File: config.mk
export PLATFORM = sky130hd
export DESIGN_NAME = rstflush_ctrl
export DESIGN_NICKNAME = d
export VERILOG_FILES = /design/src/rtl/rstflush_pkg.sv /design/src/rtl/rf_self_clear.sv /design/src/rtl/rf_softrst_seq.sv /design/src/rtl/rf_txsel_decode.sv /design/src/rtl/rstflush_ctrl.sv
export SDC_FILE = /design/constraint.sdc
export NUM_CORES = 1
export LEC_CHECK = 0
export BUFFER_PORTS_ARGS = -buffer_cell sky130_fd_sc_hd__buf_4
export CORE_ASPECT_RATIO = 0.75
export CORE_MARGIN = 1.5
export CORE_UTILIZATION = 35
export CTS_CLUSTER_SIZE = 25
export DETAILED_ROUTE_END_ITERATION = 10
export GPL_TIMING_DRIVEN = 0
export PLACE_DENSITY = 0.59
export SLEW_MARGIN = 20
export SYNTH_ARGS = -nofsm -noshare
export SYNTH_HDL_FRONTEND = slang
export SYNTH_SLANG_ARGS = --single-unit
File: constraint.sdc
create_clock -name clk -period 1.6 [get_ports clk]
set_clock_uncertainty 0.1 [all_clocks]
set_input_delay 0.24 -clock clk [delete_from_list [all_inputs] [get_ports clk]]
set_output_delay 0.24 -clock clk [all_outputs]
set_load 0.02 [all_outputs]
File: src/rtl/rstflush_pkg.sv
package rstflush_pkg;

   localparam int unsigned CTRL_W     = 32;
   // control register bit positions (software decodes these)
   localparam int unsigned B_SOFT     = 0;
   localparam int unsigned B_BUS      = 1;
   localparam int unsigned B_FRM      = 2;
   localparam int unsigned B_ITKN     = 3;
   localparam int unsigned B_RXF      = 4;
   localparam int unsigned B_TXF      = 5;
   localparam int unsigned TXSEL_LSB  = 6;
   localparam int unsigned TXSEL_W    = 5;
   localparam int unsigned B_DMAREQ   = 30;
   localparam int unsigned B_MSTIDLE  = 31;

   // self-clearing request channels
   localparam int unsigned CH_BUS  = 0;
   localparam int unsigned CH_ITKN = 1;
   localparam int unsigned CH_RX   = 2;
   localparam int unsigned CH_TX   = 3;
   localparam int unsigned CH_N    = 4;

   typedef enum logic [1:0] {
      RF_CTRL = 2'd0,
      RF_STAT = 2'd1,
      RF_MASK = 2'd2,
      RF_CFG  = 2'd3
   } rf_addr_e;

   function automatic int unsigned ch_bit(input int unsigned ch);
      case (ch)
         CH_BUS:  return B_BUS;
         CH_ITKN: return B_ITKN;
         CH_RX:   return B_RXF;
         default: return B_TXF;
      endcase
   endfunction

endpackage

File: src/rtl/rf_self_clear.sv
module rf_self_clear #(
   parameter int unsigned LEN = 8
) (
   input  logic clk,
   input  logic rst_n,
   input  logic start,
   input  logic kill,
   output logic busy,
   output logic strobe
);

   localparam int unsigned CNT_W = $clog2(LEN + 1);

   if (LEN < 1) begin : g_bad_len
      $error("rf_self_clear: LEN must be at least 1");
   end

   logic strobe_q;

   always_ff @(posedge clk or negedge rst_n) begin
      if (!rst_n) strobe_q <= 1'b0;
      else        strobe_q <= start & ~kill;
   end

   assign strobe = strobe_q;

   if (LEN == 1) begin : g_single
      // a one-cycle request: the strobe flop doubles as the busy bit
      assign busy = strobe_q;
   end else begin : g_count
      logic [CNT_W-1:0] cnt_q;
      logic             busy_q;

      always_ff @(posedge clk or negedge rst_n) begin
         if (!rst_n) begin
            busy_q <= 1'b0;
            cnt_q  <= '0;
         end else if (kill) begin
            busy_q <= 1'b0;
            cnt_q  <= '0;
         end else if (start) begin
            busy_q <= 1'b1;
            cnt_q  <= CNT_W'(LEN);
         end else if (busy_q) begin
            cnt_q <= cnt_q - 1'b1;
            if (cnt_q == CNT_W'(1)) busy_q <= 1'b0;
         end
      end

      assign busy = busy_q;

      p_cnt_live_r2: assert property (@(posedge clk) disable iff (!rst_n)
         busy_q |-> (cnt_q != '0));
   end

   p_strobe_single_r2: assert property (@(posedge clk) disable iff (!rst_n)
      strobe |=> !strobe);
   p_strobe_in_busy_r2: assert property (@(posedge clk) disable iff (!rst_n)
      strobe |-> busy);

endmodule

File: src/rtl/rf_softrst_seq.sv
module rf_softrst_seq (
   input  logic clk,
   input  logic rst_n,
   input  logic start,
   input  logic done_i,
   input  logic idle_i,
   output logic active,
   output logic entry_stb
);

   logic active_q;
   logic entry_q;

   always_ff @(posedge clk or negedge rst_n) begin
      if (!rst_n) begin
         active_q <= 1'b0;
         entry_q  <= 1'b0;
      end else begin
         entry_q <= start;
         if (start)                              active_q <= 1'b1;
         else if (active_q && done_i && idle_i) active_q <= 1'b0;
      end
   end

   assign active    = active_q;
   assign entry_stb = entry_q;

   p_hold_r5: assert property (@(posedge clk) disable iff (!rst_n)
      (active && !(done_i && idle_i)) |=> active);
   p_release_r5: assert property (@(posedge clk) disable iff (!rst_n)
      (active && done_i && idle_i && !start) |=> !active);
   p_entry_r6: assert property (@(posedge clk) disable iff (!rst_n)
      entry_stb |-> active);

endmodule

File: src/rtl/rf_txsel_decode.sv
module rf_txsel_decode #(
   parameter int unsigned NUM_TXF = 16,
   parameter int unsigned SEL_W   = 5
) (
   input  logic [SEL_W-1:0]   sel,
   output logic [NUM_TXF-1:0] vec
);

   localparam int unsigned ALL_CODE = 1 << (SEL_W - 1);

   if (NUM_TXF < 1 || NUM_TXF > ALL_CODE) begin : g_bad_cnt
      $error("rf_txsel_decode: NUM_TXF must lie in 1..2**(SEL_W-1)");
   end

   logic all_sel;
   assign all_sel = (sel == SEL_W'(ALL_CODE));

   for (genvar i = 0; i < NUM_TXF; i++) begin : g_bit
      assign vec[i] = all_sel | (sel == SEL_W'(i));
   end

endmodule

File: src/rtl/rstflush_ctrl.sv
module rstflush_ctrl
   import rstflush_pkg::*;
#(
   parameter int unsigned NUM_TXF   = 16,
   parameter int unsigned FLUSH_CYC = 8,
   parameter int unsigned FRM_W     = 11
) (
   input  logic               clk,
   input  logic               rst_n,
   input  logic               wr_en,
   input  logic [1:0]         wr_addr,
   input  logic [31:0]        wr_data,
   input  logic [1:0]         rd_addr,
   output logic [31:0]        rd_data,
   input  logic               dma_req_i,
   input  logic               mst_idle_i,
   input  logic               rst_done_i,
   input  logic               sof_i,
   input  logic [31:0]        irq_set_i,
   output logic               core_rst_o,
   output logic               bus_rst_o,
   output logic               intkn_flush_o,
   output logic               rx_flush_o,
   output logic [NUM_TXF-1:0] tx_flush_o,
   output logic [FRM_W-1:0]   frm_num_o,
   output logic               irq_o
);

   if (FLUSH_CYC < 1 || FRM_W < 1) begin : g_bad_cfg
      $error("rstflush_ctrl: FLUSH_CYC and FRM_W must be at least 1");
   end

   // ---------------- write decode ----------------
   logic wr_ctrl, req_ok, soft_start, frm_start;
   logic wr_stat, wr_mask, wr_cfg;
   logic soft_busy, soft_stb;
   logic [CH_N-1:0] ch_start, ch_busy, ch_stb;

   logic [TXSEL_W-1:0] txnum_q;
   logic               frm_pend_q;
   logic [FRM_W-1:0]   frm_num_q;
   logic [CTRL_W-1:0]  mask_q, stat_q, cfg_q;
   logic [NUM_TXF-1:0] tx_vec;
   logic [CTRL_W-1:0]  ctrl_rd;

   always_comb begin
      wr_ctrl    = wr_en && (wr_addr == RF_CTRL) && !soft_busy;
      soft_start = wr_ctrl && wr_data[B_SOFT];
      req_ok     = wr_ctrl && !wr_data[B_SOFT];
      frm_start  = req_ok && wr_data[B_FRM] && !frm_pend_q;
      wr_stat    = wr_en && (wr_addr == RF_STAT);
      wr_mask    = wr_en && (wr_addr == RF_MASK);
      wr_cfg     = wr_en && (wr_addr == RF_CFG);
   end

   // ---------------- soft reset sequencer ----------------
   rf_softrst_seq u_soft (
      .clk       (clk),
      .rst_n     (rst_n),
      .start     (soft_start),
      .done_i    (rst_done_i),
      .idle_i    (mst_idle_i),
      .active    (soft_busy),
      .entry_stb (soft_stb)
   );

   // ---------------- self-clearing request channels ----------------
   for (genvar c = 0; c < CH_N; c++) begin : g_ch
      localparam int unsigned LEN_C = (c >= CH_RX) ? FLUSH_CYC : 1;

      assign ch_start[c] = req_ok && wr_data[ch_bit(c)] && !ch_busy[c];

      rf_self_clear #(.LEN(LEN_C)) u_tmr (
         .clk    (clk),
         .rst_n  (rst_n),
         .start  (ch_start[c]),
         .kill   (soft_start),
         .busy   (ch_busy[c]),
         .strobe (ch_stb[c])
      );
   end

   // ---------------- transmit FIFO selection ----------------
   always_ff @(posedge clk or negedge rst_n) begin
      if (!rst_n)                        txnum_q <= '0;
      else if (soft_start)               txnum_q <= '0;
      else if (req_ok && !ch_busy[CH_TX]) txnum_q <= wr_data[TXSEL_LSB +: TXSEL_W];
   end

   rf_txsel_decode #(.NUM_TXF(NUM_TXF), .SEL_W(TXSEL_W)) u_dec (
      .sel (txnum_q),
      .vec (tx_vec)
   );

   // ---------------- frame counter ----------------
   always_ff @(posedge clk or negedge rst_n) begin
      if (!rst_n) begin
         frm_pend_q <= 1'b0;
         frm_num_q  <= '0;
      end else begin
         if (soft_start)     frm_pend_q <= 1'b0;
         else if (frm_start) frm_pend_q <= 1'b1;
         else if (sof_i)     frm_pend_q <= 1'b0;
         if (sof_i) frm_num_q <= frm_pend_q ? '0 : frm_num_q + 1'b1;
      end
   end

   // ---------------- interrupt and configuration registers ----------------
   always_ff @(posedge clk or negedge rst_n) begin
      if (!rst_n) begin
         mask_q <= '0;
         stat_q <= '0;
         cfg_q  <= '0;
      end else begin
         if (soft_start)   mask_q <= '0;
         else if (wr_mask) mask_q <= wr_data;
         stat_q <= (stat_q & ~(wr_stat ? wr_data : '0)) | irq_set_i;
         if (wr_cfg) cfg_q <= wr_data;
      end
   end

   // ---------------- read mux and outputs ----------------
   always_comb begin
      ctrl_rd                           = '0;
      ctrl_rd[B_SOFT]                   = soft_busy;
      ctrl_rd[B_BUS]                    = ch_busy[CH_BUS];
      ctrl_rd[B_FRM]                    = frm_pend_q;
      ctrl_rd[B_ITKN]                   = ch_busy[CH_ITKN];
      ctrl_rd[B_RXF]                    = ch_busy[CH_RX];
      ctrl_rd[B_TXF]                    = ch_busy[CH_TX];
      ctrl_rd[TXSEL_LSB +: TXSEL_W]     = txnum_q;
      ctrl_rd[B_DMAREQ]                 = dma_req_i;
      ctrl_rd[B_MSTIDLE]                = mst_idle_i;
      case (rd_addr)
         RF_CTRL: rd_data = ctrl_rd;
         RF_STAT: rd_data = stat_q;
         RF_MASK: rd_data = mask_q;
         default: rd_data = cfg_q;
      endcase
   end

   assign core_rst_o    = soft_busy;
   assign bus_rst_o     = ch_stb[CH_BUS];
   assign intkn_flush_o = ch_stb[CH_ITKN];
   assign rx_flush_o    = ch_stb[CH_RX] | soft_stb;
   assign tx_flush_o    = ({NUM_TXF{ch_stb[CH_TX]}} & tx_vec) | {NUM_TXF{soft_stb}};
   assign frm_num_o     = frm_num_q;
   assign irq_o         = |(stat_q & mask_q);

   // ---------------- assertions ----------------
   p_txsel_hold_r4: assert property (@(posedge clk) disable iff (!rst_n)
      (ch_busy[CH_TX] && !soft_start) |=> $stable(txnum_q));
   p_mask_wipe_r6: assert property (@(posedge clk) disable iff (!rst_n)
      soft_start |=> (mask_q == '0));
   p_txvec_shape_r3: assert property (@(posedge clk) disable iff (!rst_n)
      $onehot0(tx_flush_o) || (&tx_flush_o));
   p_frm_zero_r7: assert property (@(posedge clk) disable iff (!rst_n)
      (sof_i && frm_pend_q) |=> (frm_num_o == '0));
   p_soft_alone_r12: assert property (@(posedge clk) disable iff (!rst_n)
      soft_start |=> ((ch_busy == '0) && !frm_pend_q));
   p_ctrl_locked_r5: assert property (@(posedge clk) disable iff (!rst_n)
      (soft_busy && !soft_start) |=> (ch_busy == '0));

endmodule

# ---- Word-level counts from Yosys, hierarchy flattened
# Cells that the tools add are included.
dict set report op_classes {
  n_addsub 3
  bitwise 28
  muxes 26
  reduce_logical 37
  eq_ne 23
}
# cell count
set op_table {}
lappend op_table {{2-to-1 mux 32 bit} 3}
lappend op_table {{case mux 32 bit (3 select lines)} 1}
lappend op_table {{bitwise AND 32 bit} 2}
lappend op_table {{equality test 5 x 4 -> 1 bit, second input constant} 8}
lappend op_table {{inverter 32 bit} 1}
lappend op_table {{bitwise OR 32 bit} 1}
lappend op_table {{OR reduction 32 bit} 1}
lappend op_table {{2-to-1 mux 4 bit} 6}
lappend op_table {{equality test 5 x 3 -> 1 bit, second input constant} 4}
lappend op_table {{logical AND 1 bit} 20}
lappend op_table {{bitwise OR 1 bit} 17}
lappend op_table {{bitwise AND 16 bit} 1}
lappend op_table {{bitwise OR 16 bit} 1}
lappend op_table {{2-to-1 mux 1 bit} 13}
lappend op_table {{adder 11 x 1 -> 11 bit, second input constant} 1}
lappend op_table {{2-to-1 mux 11 bit} 1}
lappend op_table {{equality test 5 x 2 -> 1 bit, second input constant} 2}
lappend op_table {{2-to-1 mux 5 bit} 2}
lappend op_table {{nonzero test 3 bit} 3}
lappend op_table {{equality test 4 x 1 -> 1 bit, second input constant} 2}
lappend op_table {{subtractor 4 x 1 -> 4 bit, second input constant} 2}
lappend op_table {{zero test 1 bit} 7}
lappend op_table {{equality test 2 bit, second input constant} 3}
lappend op_table {{nonzero test 2 bit} 3}
lappend op_table {{other kinds (7)} 12}
dict set report totals {
  input_bits 75
  reg_bits 129
  wordCells 133
  output_inout_bits 64
}

# ---- Longest topological paths before layout
# Gate-level depths: netlist (run 1).
dict set report logic_depth {
  ltp_word 8
  ltp_mapped 6
}

# ---- Modules after synthesis
# Synthesis (run 1) repeated with hierarchy kept, for this count alone.
dict set report hier_totals {
  hier_cells 614
  area_unflattened_um2 6730.2
}
# mod area_each_um2 instances seq_area_each_um2 cells_each
set by_module_without_submodules {}
lappend by_module_without_submodules {rstflush_ctrl 5586.6 1 2827.7 501}
lappend by_module_without_submodules {{rf_self_clear at g_ch[2].u_tmr ...} 291.5 2 150.1 25}
lappend by_module_without_submodules {rf_txsel_decode 406.6 1 0.0 53}
lappend by_module_without_submodules {{rf_self_clear at g_ch[0].u_tmr ...} 46.3 2 25.0 3}
lappend by_module_without_submodules {rf_softrst_seq 61.3 1 50.0 4}

# ---- Worst setup path after synthesis (run 1)
# No wires, ideal clock.
dict set report synth_timing {
  kind {reg-to-output}
  start {register txnum_q[1]}
  end {output port tx_flush_o[10]}
  stages_incl_launch_ff 5
  arrival_ps 1552
  t_required_ps 1260
  slack_ps -292
  n_path_buf 1
  cell_sequence {dfrtp_1 clkbuf_1 o41ai_1 nand2_1 o21ai_0}
}
dict set report synth_between {
  elab_chain_cells 4
  elab_cells_between_ends 5
  classes_between {eq/ne (2); bitwise (3)}
}
# element line_no
set synth_lines {}
lappend synth_lines {{start: declaration} rstflush_ctrl.sv:39} ;# logic [TXSEL_W-1:0] txnum_q;
lappend synth_lines {{start signal: assignment} rstflush_ctrl.sv:87} ;# else if (req_ok && !ch_busy[CH_TX]) txnum_q <= wr_data[TXSEL_LSB +: TXSEL_W];
lappend synth_lines {{equality test 5 bit / equality test 5 x 4 -> 1 bit (equally long branches)} {rf_txsel_decode.sv:16, rf_txsel_decode.sv:19}}
lappend synth_lines {{bitwise OR 1 bit (*)} rf_txsel_decode.sv:19} ;# assign vec[i] = all_sel | (sel == SEL_W'(i));
lappend synth_lines {{bitwise AND 16 bit (*)} rstflush_ctrl.sv:146} ;# assign tx_flush_o = ({NUM_TXF{ch_stb[CH_TX]}} & tx_vec) | {NUM_TXF{soft_stb}};
lappend synth_lines {{bitwise OR 16 bit (*)} rstflush_ctrl.sv:146}
lappend synth_lines {{end: declaration} rstflush_ctrl.sv:24} ;# output logic [NUM_TXF-1:0] tx_flush_o,
# Mark *: on every way between the ends. The rest lies on a longest branch, timed or not.

# ---- Worst setup path in the final report (run 1)
dict set report layout_timing {
  start {register mask_q[27]}
  end {output port irq_o}
}
dict set report layout_between {
  elab_chain_cells 2
}
# element line_no
set layout_lines {}
lappend layout_lines {{start: declaration} rstflush_ctrl.sv:42} ;# logic [CTRL_W-1:0] mask_q, stat_q, cfg_q;
lappend layout_lines {{start signal: assignment} rstflush_ctrl.sv:116} ;# else if (wr_mask) mask_q <= wr_data;
lappend layout_lines {{bitwise AND 32 bit} rstflush_ctrl.sv:148} ;# assign irq_o = |(stat_q & mask_q);
lappend layout_lines {{OR reduction 32 bit} rstflush_ctrl.sv:148}
lappend layout_lines {{end: declaration} rstflush_ctrl.sv:26} ;# output logic irq_o
# Every way passes these cells.

==> results of run 1 <==
[Yosys cell counts (3+ instances only)]
library cell and instances:
a211oi_1 4, a21o_1 32, a21oi_1 44, a22o_1 23, a22oi_1 16, a31o_2 4, a31oi_1 5, and2_1 3
buf_2 19, buf_4 4, clkbuf_1 19, dfrtp_1 129, ha_1 5, inv_1 14, mux2_2 52, mux2i_1 6
mux4_2 13, nand2_1 110, nand3_1 8, nand4_1 5, nor2_1 9, nor2b_1 12, nor3_1 4, nor4_1 3
o211a_1 3, o21ai_0 14, o31ai_1 5, or2_2 4, or4_1 3, xnor2_1 3
[area by class of cell]
class,instances,area share (%)
diodes,1,0.0234
plain buffers,36,2.95
inverters,15,0.574
flip-flops and latches,129,30.4
repair buffers,253,22.7
multi-input cells,423,34.5
well taps,247,2.89
clock inverters,8,1.17
clock buffers,24,4.70
[state kept, by name, indices dropped and copies added, names as in the netlist]
register and count:
g_ch.u_tmr.strobe 2, g_ch.u_tmr.g_count.cnt_q 8, txnum_q 5, g_ch.u_tmr.busy 4, mask_q 32, u_soft.entry_stb 1
u_soft.active 1, frm_pend_q 1, cfg_q 32, frm_num_o 11, stat_q 32
[kinds of logic (layout without fill, tap and decap cells)]
kind of cell | count (synthesis) | after routing | synth area share, %
and+or+nand+nor | 176 | 177 | 13.2
AOI/OAI and AO/OA | 165 | 165 | 17.5
DFF | 129 | 129 | 49.5
muxes | 71 | 71 | 14.4
buffers and inverters | 57 | 336 | 3.87
adders and majority gates | 5 | 5 | 0.959
xor gates and xnor gates | 5 | 5 | 0.671
other | 0 | 1 | 0
[worst paths after layout]
path,endpoint,slack (ns)
max,irq_o,-0.69
min in group asynchronous,frm_num_o[5],0.28
min reg2reg,cfg_q[20],0.40
max reg2reg,mask_q[12],-0.21
max in group asynchronous,cfg_q[24],0.40
min,mask_q[5],0.01
[cell usage in the layout, fill, tap and decap left out, drive strengths merged, types with 6 or more instances in the layout]
master / count
mux2: 52
a21o: 32
mux4: 13
nand4: 6
nand3: 8
a22oi: 16
inv: 15
dfrtp: 129
dlygate4sd3: 60
clkbuf: 37
mux2i: 6
nand2: 112
o21ai: 15
buf: 216
a22o: 23
nor2b: 12
nor2: 9
a21oi: 44
[critical path, delay by kind of cell, from the launching register on]
kind                   cells  cell delay, ns
AO/OA/AOI/OAI              1            0.28
buffers and inverters      1            0.15
flip-flops                 1            0.41
AND/OR/NAND/NOR            2            0.71
[power by group through the flow]
| stage | Sequential (mW) | Clock, mW | Combinational [mW] |
|---|---|---|---|
| finish | 4.52 | 4.11 | 4.66 |
| global route | 4.61 | 4.31 | 4.98 |
| CTS | 4.44 | 4.14 | 4.26 |
| detailed placement | 4.46 | 0 | 3.37 |
| global placement | 4.42 | 0 | 3.26 |
| floorplan | 4.46 | 0 | 2.11 |
[per-layer routing]
| metal | up-vias | track usage [%] | wire [um] |
|---|---|---|---|
| met4 | 0 | 7.48 | 422 |
| li1 | 2745 | - | - |
| met3 | 35 | 5.40 | 1550 |
| met2 | 255 | 37.4 | 10800 |
| met1 | 3138 | 34.1 | 10600 |
| met5 | - | 0 | 0 |
[through the flow]
step	setup slack [ns]	TNS, ns	total power [mW]	utilization, %
4_1_cts	-0.665	-18.90	12.8	55.8
2_1_floorplan	-0.0829	-0.758	6.56	-
6_report	-0.687	-21.59	13.3	58.0
3_5_place_dp	-0.479	-24.47	7.83	43.9
3_3_place_gp	-0.484	-58.84	7.68	43.7
5_1_grt	-0.733	-25.53	13.9	58.0
[repair_timing]
action | in CTS | in global routing
hold endpoints to repair | 140 | 0
pin swaps | 23 | 13
buffers inserted | 33 | 25
gates cloned | 6 | 1
hold buffers | 60 | 0
gates resized for setup | 161 | 69
endpoints found under the setup margin | 100 | 108
==> run summary, run 1 <==
Power and ir drop
- 34.0% — share of power burned in registers
- 4.39 mW — switching component of the power
- 4.52 nW — Lkg Pwr
- 1240 nW/um2 — power density cells
- 35.0% — portion of total power attributed to combinational logic
- 30.9% — part of the power in the clock network
- 0.672 mV — largest vdd supply drop
- 8.90 mW — cell-internal power
- 33.0% — switching fraction of total power

GRT
- 66 — maximum number of pins on one net before global-route repair
- 0 — overflow left after global routing
- 36000 um — global-route wire length before repair
- 1 — initial antenna violation count
- 6390 — vias in the first global route
- 24.3% — GRT Overall Usage

Logic synthesis
- 0 — Yosys warning count
- dfrtp_1 — most area-hungry cell type in the Yosys netlist
- 0 — number of flops mapped to enable cells by yosys
- 688 — syn nets
- 608 — cells after synthesis
- dfrtp_1 49%, mux2_2 9.0%, nand2_1 6.3% — cell types occupying the most area after synthesis
- 100% — Synth async-reset ratio
- dfrtp_1 — Most used DFF post-synth
- 49.5% — share of the synthesized area in the top cell type
- 54 — synth unique cells
- 129 — Seq cells post-synth
- 10.7 um2 — Syn Area/Cell
- 6530 um2 — cell area after synthesis
- 49.5% — part of the Yosys area used for sequential elements

Critical path
- 9 — Worst R2R Path Depth
- mask_q[27] — launch point of the critical path
- or4_4 — crit path max-delay cell type
- 1.95 ns — endpoint arrival time on the critical path
- a22oi_2 -> nand4_1 -> or4_4 -> buf_6 — ordered cell list for the critical path
- 0.57 ns — largest stage delay on the critical path
- flop — launching element type of the critical path
- primary output — endpoint class of the critical path
- flop to primary output — crit path kind
- u_soft.active — r2r startpoint
- 1.26 ns — Data required, critical path
- 3 — CP max FO

Finish
- 63.6% — Area Overhead vs Synth
- 10700 um2 — post-route cell area
- 1136 — non-filler instance count after layout
- 955 — net count reported at finish
- 3690 um2 — multi-input combinational cell area
- 49.0% — proportion of layout cells with a drive suffix above 1
- 3250 um2 — Reg area
- 1490 — number of fill cells

Die
- 35.5% — initial core utilization
- 139 — count of boundary I/O pins
- 19500 um2 — die area
- 43 — row cnt
- 121 um — die extent in y
- 18400 um2 — core outline area
- 161 um — die width

Place
- 8070 um2 — Placement Cell Area
- 0.852 — weighted congestion at the end of routability-driven global placement
- 992 — placed cell count
- 14800 um — estimated wirelength of the detail-placed design
- 136 — count of buffers inserted at the top-level ports

Timing
- -0.687 ns — final critical-path setup slack
- yes — RSZ-0062 raised after global routing
- 93 — final setup violating endpoints
- 0.0115 ns — Hold Slack
- 143% — Tcrit/Tclk final
- 0 — number of endpoints with negative hold slack in the final report
- 2.29 ns — crit path time final
- 0.851 ns — Worst-Margin Slew
- 0.437 GHz — fmax
- 0 — final count of pins violating max slew
- 43.3% — headroom to the max-slew limit

Clock tree
- 129 — number of clock sinks seen by CTS
- 0.06 ns — Clock Pin Slew Worst Setup and Hold Paths
- 2 — CTS max path bufs
- 4 — htree depth
- clkbuf_16 — buffer cell driving the clock tree root
- 17 — total CTS buffers
- 0.41 ns — clock latency reported for the late side of the worst-skew pair
- done — TritonCTS clock tree

Routing
- 20.6 um — final routed wire length divided by cell count
- 631 — initial drt markers
- 5.43 — vias per cell
- 0 — remaining routing DRC violations
- 0 — number of nets with antenna violations after detailed routing
- 6173 — DR vias
- 23400 um — total detailed-routing wirelength
- 5 — 1st-pass router iterations

Outcome
- complete, but fails checks — result of the run
- setup timing — failing checks

Run
- 0 — max-capacitance violation count

Worst hold path
- 3 — worst hold path stage count
- wr_data[5] — Min-Delay Startpoint
- input port to flop — worst min path class

Power figures use the tool's default switching activity.
==> run 2, diff against run 1 <==
--- a/config.mk
+++ b/config.mk
@@ -13,6 +13,7 @@
 export DETAILED_ROUTE_END_ITERATION = 10
 export GPL_TIMING_DRIVEN = 0
 export PLACE_DENSITY = 0.59
+export SKIP_CTS_REPAIR_TIMING = 1
 export SLEW_MARGIN = 20
 export SYNTH_ARGS = -nofsm -noshare
 export SYNTH_HDL_FRONTEND = slang
==> run 2 against run 1 <==
- the run ends with hold timing, setup timing left
- global-route usage down 2.7 points
- sequential share of layout area up 1.3 points
- wire length down 4.5%
- final cell count down 1.5%
- register-to-register slack about the same
- sequential cell count unchanged
- clock power about the same
- fmax about the same
- combinational power down 9.9%
==> run summary, run 2 (same netlist as run 1, synthesis figures left out) <==
Outcome
- complete, but fails checks — result of the run
- hold timing, setup timing — failing checks

Power and ir drop
- 4.19 mW — switching component of the power, -4.5%
- 0.648 mV — largest vdd supply drop, -3.6%
- 35.3% — share of power burned in registers, +1.3 points
- 1260 nW/um2 — power density cells, +1.0%
- 32.0% — part of the power in the clock network, +1.1 points
- 8.66 mW — cell-internal power, -2.7%
- 4.39 nW — Lkg Pwr, -2.9%
- 32.6% — switching fraction of total power, -0.41 points
- 32.7% — portion of total power attributed to combinational logic, -2.3 points

Critical path
- 1.26 ns — Data required, critical path, about the same
- 1.95 ns — endpoint arrival time on the critical path, about the same
- flop to primary output — crit path kind
- 3 — CP max FO, unchanged
- flop — launching element type of the critical path
- primary output — endpoint class of the critical path

GRT
- 66 — maximum number of pins on one net before global-route repair, unchanged
- 32000 um — global-route wire length before repair, -11%
- 0 — overflow left after global routing, unchanged
- 21.6% — GRT Overall Usage, -2.7 points
- 0 — initial antenna violation count, -1
- 5705 — vias in the first global route, -11%

Routing
- 20.0 um — final routed wire length divided by cell count, -3.0%
- 5.39 — vias per cell, -0.75%
- 22300 um — total detailed-routing wirelength, -4.5%
- 0 — number of nets with antenna violations after detailed routing, unchanged
- 5 — 1st-pass router iterations, unchanged
- 573 — initial drt markers, -9.2%
- 0 — remaining routing DRC violations, unchanged
- 6035 — DR vias, -2.2%

Place
- 0.852 — weighted congestion at the end of routability-driven global placement, unchanged
- 8070 um2 — Placement Cell Area, unchanged
- 14800 um — estimated wirelength of the detail-placed design, unchanged
- 136 — count of buffers inserted at the top-level ports, unchanged
- -0.479 ns — worst setup slack after placement, unchanged

Timing
- -0.00709 ns — Hold Slack, -0.0186 ns
- 0.437 GHz — fmax, about the same
- 2.29 ns — crit path time final, -0.000928 ns
- 95 — final setup violating endpoints, +2.2%
- 1 — number of endpoints with negative hold slack in the final report, +1
- 0 — final count of pins violating max slew, unchanged
- 0.711 ns — Worst-Margin Slew, -0.140 ns
- 52.6% — headroom to the max-slew limit, +9.3 points
- yes — RSZ-0062 raised after global routing
- -0.687 ns — final critical-path setup slack, +0.000928 ns
- 143% — Tcrit/Tclk final, about the same

Clock tree
- 129 — number of clock sinks seen by CTS, unchanged
- 0.41 ns — clock latency reported for the late side of the worst-skew pair, about the same
- 4 — htree depth, unchanged
- clkbuf_16 — buffer cell driving the clock tree root
- 2 — CTS max path bufs, unchanged
- done — TritonCTS clock tree
- 17 — total CTS buffers, unchanged
- 0.06 ns — Clock Pin Slew Worst Setup and Hold Paths, about the same

Die
- 139 — count of boundary I/O pins, unchanged
- 121 um — die extent in y, unchanged
- 18400 um2 — core outline area, unchanged
- 43 — row cnt, unchanged
- 161 um — die width, unchanged
- 35.5% — initial core utilization, unchanged
- 19500 um2 — die area, unchanged

Finish
- 129 x buf_4, 114 x dfrtp_1, 107 x nand2_1, 59 x buf_6, 52 x dlygate4sd3_1 — highest-count cells in the layout ignoring fill and taps
- 55.6% — Core Util, Final, -2.5 points
- 0 — Inserted Diodes, -1
- cfg_q x32, mask_q x32, stat_q x32 — registers with the highest flip-flop counts
- 56.7% — Area Overhead vs Synth
- 939 — net count reported at finish, -1.7%
- 1549 — number of fill cells, +4.0%
- 10200 um2 — post-route cell area, -4.3%
- 45.9% — proportion of layout cells with a drive suffix above 1, -3.1 points
- buf_4 — leading cell type in the layout, fill and taps excluded

Worst hold path
- input port to flop — worst min path class

Run
- 0 — max-capacitance violation count, unchanged

## run 2: layer usage
| metal | part of all wire, % | GRT usage, % | routed length, um | up-vias |
|---|---|---|---|---|
| li1 | - | - | - | 2707 |
| met1 | 45 | 31.4 | 9990 | 3032 |
| met2 | 46 | 32.9 | 10400 | 262 |
| met3 | 7.4 | 4.44 | 1650 | 34 |
| met4 | 1.4 | 5.67 | 316 | 0 |
| met5 | 0 | 0 | 0 | - |
## run 2: path summary, 6_finish.rpt
kind                                    startpoint      endpoint  slack (ns)  cells past startpoint
max in group asynchronous                    rst_n    mask_q[18]        0.42                      3
worst max register to register  g_ch[3].u_tmr.busy    txnum_q[0]       -0.22                      5
worst min register to register           cfg_q[20]     cfg_q[20]        0.40                      1
worst min-delay path                   wr_data[25]     cfg_q[25]      -0.007                      2
min in group asynchronous                    rst_n  frm_num_o[5]        0.28                      2
worst max-delay path                    stat_q[17]         irq_o       -0.69                      4
## run 2: power by group through the flow
stage | sequential [mW] | clock (mW) | combinational (mW)
4_1_cts | 4.41 | 4.14 | 3.38
3_3_place_gp | 4.42 | 0 | 3.26
3_5_place_dp | 4.46 | 0 | 3.37
6_report | 4.53 | 4.11 | 4.20
2_1_floorplan | 4.46 | 0 | 2.11
5_1_grt | 4.61 | 4.30 | 4.52
## run 2: metrics by stage
stage	setup TNS [ns]	hold slack, ns	total power [mW]	cells
after floorplan	-0.758	-0.156	6.56	608
after global placement	-58.84	0.317	7.68	991
after detailed placement	-24.47	0.130	7.83	992
after CTS	-33.56	-0.313	11.9	1024
after global routing	-26.02	0.00208	13.4	1119
final	-21.44	-0.00709	12.8	1119
## run 2: layout make-up
| class | instances | area [um2] | area share [%] |
|---|---|---|---|
| multi-input combinational | 423 | 3500 | 34.2 |
| sequential | 129 | 3250 | 31.8 |
| timing repair buffer | 235 | 2170 | 21.2 |
| clock buffer | 24 | 502 | 4.91 |
| buffer | 38 | 317 | 3.10 |
| tap | 247 | 309 | 3.02 |
| clock inverter | 8 | 125 | 1.22 |
| inverter | 15 | 58.8 | 0.575 |
## run 2: critical path, cell delays in order, from the launching register on
cell     delay (ns)
dfrtp_1        0.41
a22oi_1        0.26
nand4_1        0.14
or4_4          0.57
buf_6          0.15
